**src/rtl/uart_rx_pkg.sv**
```systemverilog
package uart_rx_pkg;

    typedef enum logic [2:0] {
        ST_IDLE,
        ST_START,
        ST_DATA,
        ST_PARITY,
        ST_STOP,
        ST_HOLD
    } rx_state_t;

    localparam logic [1:0] LEN_SEVEN = 2'b00;
    localparam logic [1:0] LEN_EIGHT = 2'b01;
    localparam logic [1:0] LEN_NINE  = 2'b10;

    // Number of data bits carried by a frame for a given length code.
    function automatic logic [3:0] data_bits(input logic [1:0] code);
        case (code)
            LEN_SEVEN: data_bits = 4'd7;
            LEN_NINE:  data_bits = 4'd9;
            default:   data_bits = 4'd8;
        endcase
    endfunction

endpackage

```
**src/rtl/uart_rx_sync.sv**
```systemverilog
module uart_rx_sync #(
    parameter int STAGES = 2
) (
    input  logic clk,
    input  logic rst_n,
    input  logic din,
    output logic dout
);

    logic [STAGES-1:0] pipe_q;

    // Reset to the idle line level so no false start follows reset.
    always_ff @(posedge clk or negedge rst_n) begin
        if (!rst_n) begin
            pipe_q <= '1;
        end else begin
            pipe_q <= {pipe_q[STAGES-2:0], din};
        end
    end

    assign dout = pipe_q[STAGES-1];

endmodule

```
**src/rtl/uart_rx_frame.sv**
```systemverilog
module uart_rx_frame
    import uart_rx_pkg::*;
#(
    parameter int OVERSAMPLE = 16,
    parameter int DATA_MAX   = 9,
    parameter int BC_W       = $clog2(DATA_MAX + 1)
) (
    input  logic                clk,
    input  logic                rst_n,
    input  logic                tick,
    input  logic                rx,
    input  logic [BC_W-1:0]     nbits,
    input  logic                par_on,
    output logic                done,
    output logic                stop_lvl,
    output logic                par_bit,
    output logic [DATA_MAX-1:0] word,
    output rx_state_t           state_o
);

    localparam int OS_W = $clog2(OVERSAMPLE);
    localparam logic [OS_W-1:0] MID_CNT  = OS_W'(OVERSAMPLE / 2 - 1);
    localparam logic [OS_W-1:0] LAST_CNT = OS_W'(OVERSAMPLE - 1);

    rx_state_t           state_q, state_d;
    logic [OS_W-1:0]     os_q;
    logic [BC_W-1:0]     bc_q;
    logic [DATA_MAX-1:0] sh_q;
    logic                pb_q;
    logic                at_mid;
    logic                last_bit;
    logic                take_data;
    logic                take_par;
    logic                counting;

    // State register.
    always_ff @(posedge clk or negedge rst_n) begin
        if (!rst_n) begin
            state_q <= ST_IDLE;
        end else begin
            state_q <= state_d;
        end
    end

    // Next-state selection.
    always_comb begin
        state_d = state_q;
        unique case (state_q)
            ST_IDLE:   if (tick && !rx) state_d = ST_START;
            ST_START:  if (at_mid) state_d = rx ? ST_IDLE : ST_DATA;
            ST_DATA:   if (at_mid && last_bit) state_d = par_on ? ST_PARITY : ST_STOP;
            ST_PARITY: if (at_mid) state_d = ST_STOP;
            ST_STOP:   if (at_mid) state_d = rx ? ST_IDLE : ST_HOLD;
            ST_HOLD:   if (rx) state_d = ST_IDLE;
            default:   state_d = ST_IDLE;
        endcase
    end

    // Decoded outputs of the sequencer.
    always_comb begin
        counting  = (state_q == ST_START) || (state_q == ST_DATA) ||
                    (state_q == ST_PARITY) || (state_q == ST_STOP);
        at_mid    = tick && ((state_q == ST_START) ? (os_q == MID_CNT) : (os_q == LAST_CNT));
        last_bit  = (bc_q == nbits - 1'b1);
        take_data = (state_q == ST_DATA) && at_mid;
        take_par  = (state_q == ST_PARITY) && at_mid;
        done      = (state_q == ST_STOP) && at_mid;
        stop_lvl  = rx;
        par_bit   = pb_q;
        word      = sh_q >> (BC_W'(DATA_MAX) - nbits);
        state_o   = state_q;
    end

    // Strobe counter, bit counter and shifter.
    always_ff @(posedge clk or negedge rst_n) begin
        if (!rst_n) begin
            os_q <= '0;
            bc_q <= '0;
            sh_q <= '0;
            pb_q <= 1'b0;
        end else begin
            if ((state_q != state_d) || at_mid) begin
                os_q <= '0;
            end else if (tick && counting) begin
                os_q <= os_q + 1'b1;
            end

            if (state_q == ST_START) begin
                bc_q <= '0;
            end else if (take_data) begin
                bc_q <= bc_q + 1'b1;
            end

            if (take_data) begin
                sh_q <= {rx, sh_q[DATA_MAX-1:1]};
            end

            if (take_par) begin
                pb_q <= rx;
            end
        end
    end

endmodule

```
**src/rtl/uart_rx_status.sv**
```systemverilog
module uart_rx_status #(
    parameter int DATA_MAX = 9,
    parameter int BC_W     = $clog2(DATA_MAX + 1)
) (
    input  logic                clk,
    input  logic                rst_n,
    input  logic                done,
    input  logic [DATA_MAX-1:0] word,
    input  logic [BC_W-1:0]     nbits,
    input  logic                par_on,
    input  logic                par_odd,
    input  logic                par_bit,
    input  logic                stop_lvl,
    input  logic                rd_ack,
    output logic [DATA_MAX-2:0] data_o,
    output logic                bit9_o,
    output logic                irq_o,
    output logic                fe_o,
    output logic                pe_o,
    output logic                ovr_o
);

    logic ones_odd;
    logic par_bad;
    logic ninth;

    // Parity over the received data bits only.
    always_comb begin
        ones_odd = 1'b0;
        for (int i = 0; i < DATA_MAX; i++) begin
            if (BC_W'(i) < nbits) begin
                ones_odd = ones_odd ^ word[i];
            end
        end
        par_bad = par_on && ((ones_odd ^ par_bit) != par_odd);
        if (nbits == BC_W'(DATA_MAX)) begin
            ninth = word[DATA_MAX-1];
        end else begin
            ninth = par_on ? par_bit : 1'b0;
        end
    end

    always_ff @(posedge clk or negedge rst_n) begin
        if (!rst_n) begin
            data_o <= '0;
            bit9_o <= 1'b0;
            irq_o  <= 1'b0;
            fe_o   <= 1'b0;
            pe_o   <= 1'b0;
            ovr_o  <= 1'b0;
        end else if (done) begin
            data_o <= word[DATA_MAX-2:0];
            bit9_o <= ninth;
            fe_o   <= !stop_lvl;
            pe_o   <= par_bad;
            irq_o  <= 1'b1;
            ovr_o  <= irq_o && !rd_ack;
        end else if (rd_ack) begin
            irq_o <= 1'b0;
            ovr_o <= 1'b0;
        end
    end

endmodule

```
**src/rtl/uart_rx_ctrl.sv**
```systemverilog
module uart_rx_ctrl
    import uart_rx_pkg::*;
#(
    parameter int OVERSAMPLE  = 16,
    parameter int SYNC_STAGES = 2
) (
    input  logic       clk,
    input  logic       rst_n,
    input  logic       tick,
    input  logic       rxd,
    input  logic [1:0] len_sel,
    input  logic       par_en,
    input  logic       par_odd,
    input  logic       rd_ack,
    output logic [7:0] rx_data,
    output logic       rx_bit9,
    output logic       rx_irq,
    output logic       err_frame,
    output logic       err_parity,
    output logic       err_overrun
);

    localparam int DATA_MAX = 9;
    localparam int BC_W     = $clog2(DATA_MAX + 1);

    logic                rx_s;
    logic [BC_W-1:0]     nbits;
    logic                par_on;
    logic                frame_done;
    logic                stop_lvl;
    logic                par_bit;
    logic [DATA_MAX-1:0] word;
    rx_state_t           rx_state;

    assign nbits  = BC_W'(data_bits(len_sel));
    assign par_on = par_en && (len_sel != LEN_NINE);

    uart_rx_sync #(
        .STAGES (SYNC_STAGES)
    ) u_sync (
        .clk   (clk),
        .rst_n (rst_n),
        .din   (rxd),
        .dout  (rx_s)
    );

    uart_rx_frame #(
        .OVERSAMPLE (OVERSAMPLE),
        .DATA_MAX   (DATA_MAX),
        .BC_W       (BC_W)
    ) u_frame (
        .clk      (clk),
        .rst_n    (rst_n),
        .tick     (tick),
        .rx       (rx_s),
        .nbits    (nbits),
        .par_on   (par_on),
        .done     (frame_done),
        .stop_lvl (stop_lvl),
        .par_bit  (par_bit),
        .word     (word),
        .state_o  (rx_state)
    );

    uart_rx_status #(
        .DATA_MAX (DATA_MAX),
        .BC_W     (BC_W)
    ) u_status (
        .clk      (clk),
        .rst_n    (rst_n),
        .done     (frame_done),
        .word     (word),
        .nbits    (nbits),
        .par_on   (par_on),
        .par_odd  (par_odd),
        .par_bit  (par_bit),
        .stop_lvl (stop_lvl),
        .rd_ack   (rd_ack),
        .data_o   (rx_data),
        .bit9_o   (rx_bit9),
        .irq_o    (rx_irq),
        .fe_o     (err_frame),
        .pe_o     (err_parity),
        .ovr_o    (err_overrun)
    );

endmodule

```
**config.mk**
```make
export PLATFORM = sky130hd
export DESIGN_NAME = uart_rx_ctrl
export DESIGN_NICKNAME = d
export VERILOG_FILES = /design/src/rtl/uart_rx_pkg.sv /design/src/rtl/uart_rx_sync.sv /design/src/rtl/uart_rx_frame.sv /design/src/rtl/uart_rx_status.sv /design/src/rtl/uart_rx_ctrl.sv
export SDC_FILE = /design/constraint.sdc
export NUM_CORES = 1
export LEC_CHECK = 0
export CAP_MARGIN = 20
export CELL_PAD_IN_SITES_DETAIL_PLACEMENT = 0
export CELL_PAD_IN_SITES_GLOBAL_PLACEMENT = 1
export CORE_MARGIN = 2
export CORE_UTILIZATION = 37
export DETAILED_ROUTE_END_ITERATION = 16
export GPL_ROUTABILITY_DRIVEN = 0
export PLACE_DENSITY = 0.66
export SETUP_SLACK_MARGIN = 0.05
export SKIP_CTS_REPAIR_TIMING = 1
export SLEW_MARGIN = 20
export SYNTH_ARGS = -nofsm -noshare
export SYNTH_HDL_FRONTEND = slang
export SYNTH_HIERARCHICAL = 1
export SYNTH_SLANG_ARGS = --single-unit
```
**constraint.sdc**
```tcl
create_clock -name clk -period 2.9 [get_ports clk]
set_input_delay 0.29 -clock clk [delete_from_list [all_inputs] [get_ports clk]]
set_output_delay 0.29 -clock clk [all_outputs]
set_load 0.005 [all_outputs]
```
==> results.py <==
metrics = {
    "status": {
        "outcome": "complete, no violations",
    },
    "placement": {
        "placed_cell_area_um2": 2740,
        "place.port_buffers": 21,
        "hpwl_um": 3300,
        "dp_slack_ps": -300,
        "placed_cells": 335,
    },
    "floorplanning": {
        "fp.dieH_um": 83.4,
        "die_area_um2": 6960,
        "row_count": 28,
        "initial_core_util": 0.387,
        "ios": 22,
        "coreArea_um2": 6030,
        "die_x_um": 83.4,
    },
    "clock_network": {
        "cts_sinks": 36,
        "clock_path_buffers": 2,
        "clk_latency_ps": 290,
        "htree_levels": 2,
        "numCtsBuffers": 5,
        "clockRootBuffer": "clkbuf_8",
        "cts_tree": "yes",
        "clk_pin_slew_ps": 70,
    },
    "pwr": {
        "p_sw_uw": 387,
        "seqPwrFrac": 0.472,
        "p_total_mw": 1.27,
        "p_int_uw": 886,
        "combPwrFrac": 0.241,
        "peakVddDrop_mv": 0.311,
        "power_density_nw_per_um2": 435,
        "pwr-share-clk": 0.287,
        "p_leak_nw": 1.30,
        "swShare": 0.304,
    },
    "critical_path": {
        "startpoint_type": "input pin",
        "critPathMaxStageDelay_ps": 420,
        "crit_required_ps": 3120,
        "slowest_stage": "clkdlybuf4s50_1",
        "crit_type": "input pin to flop",
        "worstPathCellList": "clkdlybuf4s50_1 -> or2_4 -> inv_8 -> inv_1 -> ha_4 -> xnor2_4 -> buf_4 -> nor2_2 -> a21oi_2 -> o21ai_2 -> xnor2_1 -> mux2i_1 -> xnor2_1 -> xnor3_1 -> o22ai_2",
        "cpMostUsedCell": "xnor2_1",
        "regToRegSetupSlack_ps": 620,
        "cp_max_fo": 6,
        "endpoint_kind": "flop",
        "cp_data_arrival_time_ps": 2950,
    },
    "drt": {
        "first_pass_iters": 4,
        "vias": 1731,
        "route.detailed.drc": 0,
        "ant_nets": 0,
        "routed_via_density": 5.03,
        "routedWlPerCell_um": 13.4,
        "drt-initial-drc-count": 49,
        "wl_um": 4600,
    },
    "sta": {
        "clock_skew_ps": 8.87,
        "period_share": 0.941,
        "finalSetupTns_ps": 0,
        "hold_ws_ps": 96.1,
        "layout_setup_ws_ps": 170,
        "rsz0062_at_grt": "false",
        "fmax_mhz": 366,
        "post-route-min-period_ps": 2730,
        "worst_pin_slew_ps": 828,
        "finalSetupViolCount": 0,
        "slew-limit-headroom": 0.448,
        "hold_viol_final": 0,
        "final_max_slew_viol_count": 0,
    },
    "final_layout": {
        "instances_no_fill": 344,
        "fin_nets": 282,
        "syn2layout_area_growth_pct": 25.2,
        "fin_area_um2": 2920,
        "diodes": 0,
        "layout_common_cells": "dfrtp_1 (34), buf_4 (25), clkdlybuf4s50_1 (20), nor2_1 (19)",
        "drive_above_1_share": 0.286,
        "layout_commonest_cell": "dfrtp_1",
        "utilization": 0.485,
    },
    "logic_synthesis": {
        "synth_flop_cell": "dfrtp_1",
        "yosysWarnings": 6,
        "avgSynthCellArea_um2": 10.3,
        "syn_area_um2": 2330,
        "syn_inst": 227,
        "ys_seq_area_frac": 0.387,
        "synth_nets": 241,
        "ys_types": 52,
        "ys_seq_elements": 36,
        "postSynth.asyncResetShare": 1.00,
        "synth-edff-count": 0,
    },
    "global_routing": {
        "grt_pass1_vias": 1712,
        "antenna_found_initial": 0,
        "gr-usage-all-layers": 0.145,
        "grt_max_degree": 37,
        "grt_overflow": 0,
        "grt_pass1_wl_um": 8160,
    },
    "worst_hold_path": {
        "hp-class": "input pin to asynchronous set/reset pin",
    },
    "flow_run": {
        "maxCapViolCount": 0,
    },
}
## layer usage
layer	share of wire	track usage	up-vias	routed length [um]
met5	0	0	-	0
met3	0.027	0.0278	7	123
met2	0.46	0.227	26	2120
met4	0.017	0.0572	0	79
met1	0.50	0.198	822	2280
li1	-	-	876	-
## flip-flops by register name (all words and copies together) (netlist names)
signal           flops
u_frame/bc_q         4
u_status/data_o      8
u_frame/state_o      3
u_status/fe_o        1
u_frame/os_q         4
u_frame/par_bit      1
u_frame/sh_q         9
u_status/ovr_o       1
u_sync/pipe_q        2
u_status/bit9_o      1
u_status/pe_o        1
u_status/irq_o       1
## synthesized netlist by cell type, types with 2 or more instances
cell       n  area, um^2
inv_1     12        45.0
dfstp_2    2        52.6
buf_6      3        33.8
nor2b_1    3        18.8
o211ai_1   2        15.0
a21boi_0   2        15.0
nor2_1    23        86.3
nand4_1    3        18.8
dfrtp_1   34         851
o31ai_1    3        22.5
o211a_1    2        20.0
mux2_4     6        90.1
nor3_1     3        15.0
xor2_1     8        70.1
a211oi_1   2        15.0
mux4_2     4        90.1
xnor2_1   13         114
o21ai_0    9        45.0
a21o_1     2        15.0
a21oi_1   10        50.1
xnor3_1    2        45.0
nand2b_1   2        12.5
mux2_2    11         124
o21a_1     2        15.0
nor3b_1    2        15.0
and2_1     3        18.8
nand3_1    6        30.0
mux2i_1    8        80.1
ha_1       5        62.6
clkbuf_1   6        22.5
nand2_1   13        48.8
## kinds of logic (layout without fill, tap and decap cells)
family                   Yosys count  in the layout  share of synthesized area
multiplexers                      29             29                      0.165
XOR/XNOR                          23             23                     0.0981
flip-flops                        36             36                      0.387
buffers and inverters             26             68                     0.0606
AND/OR/NAND/NOR                   67             67                      0.146
AO/OA/AOI/OAI                     41             41                      0.117
adder cells (fa/ha/maj)            5              5                     0.0268
## critical path: cells and delay by family
kind / cells / cell delay [ps]
AO/OA/AOI/OAI: 3 / 380
XOR/XNOR: 4 / 870
adder cells (fa/ha/maj): 1 / 190
buffers and inverters: 4 / 720
multiplexers: 1 / 100
AND/OR/NAND/NOR: 2 / 400
## final timing paths
check | endpoint | cells past startpoint | start
max in group asynchronous | u_frame/os_q[0]$_DFFE_PN0P_ | 1 | rst_n
hold / removal | u_frame/bc_q[2]$_DFFE_PN0P_ | 1 | rst_n
setup / recovery | u_status/pe_o$_DFFE_PN0P_ | 15 | len_sel[1]
setup reg to reg | u_status/pe_o$_DFFE_PN0P_ | 9 | u_frame/sh_q[8]$_DFFE_PN0P_
min in group clk | u_sync/pipe_q[1]$_DFF_PN1_ | 0 | u_sync/pipe_q[0]$_DFF_PN1_
hold reg to reg | u_sync/pipe_q[1]$_DFF_PN1_ | 0 | u_sync/pipe_q[0]$_DFF_PN1_
## cell type report
type	count	area, um^2
tap	75	93.8
sequential	36	903
multi-input combinational	165	1370
timing repair buffer	47	413
fill	571	3100
clock buffer	8	90.1
inverter	13	56.3
## power by group through the flow
stage | combinational (mW) | sequential, mW | clock (mW)
floorplan | 0.234 | 0.577 | 0
global placement | 0.289 | 0.612 | 0
detailed placement | 0.290 | 0.610 | 0
CTS | 0.291 | 0.601 | 0.389
global route | 0.348 | 0.611 | 0.411
finish | 0.306 | 0.601 | 0.366
Power figures use the tool's default switching activity.
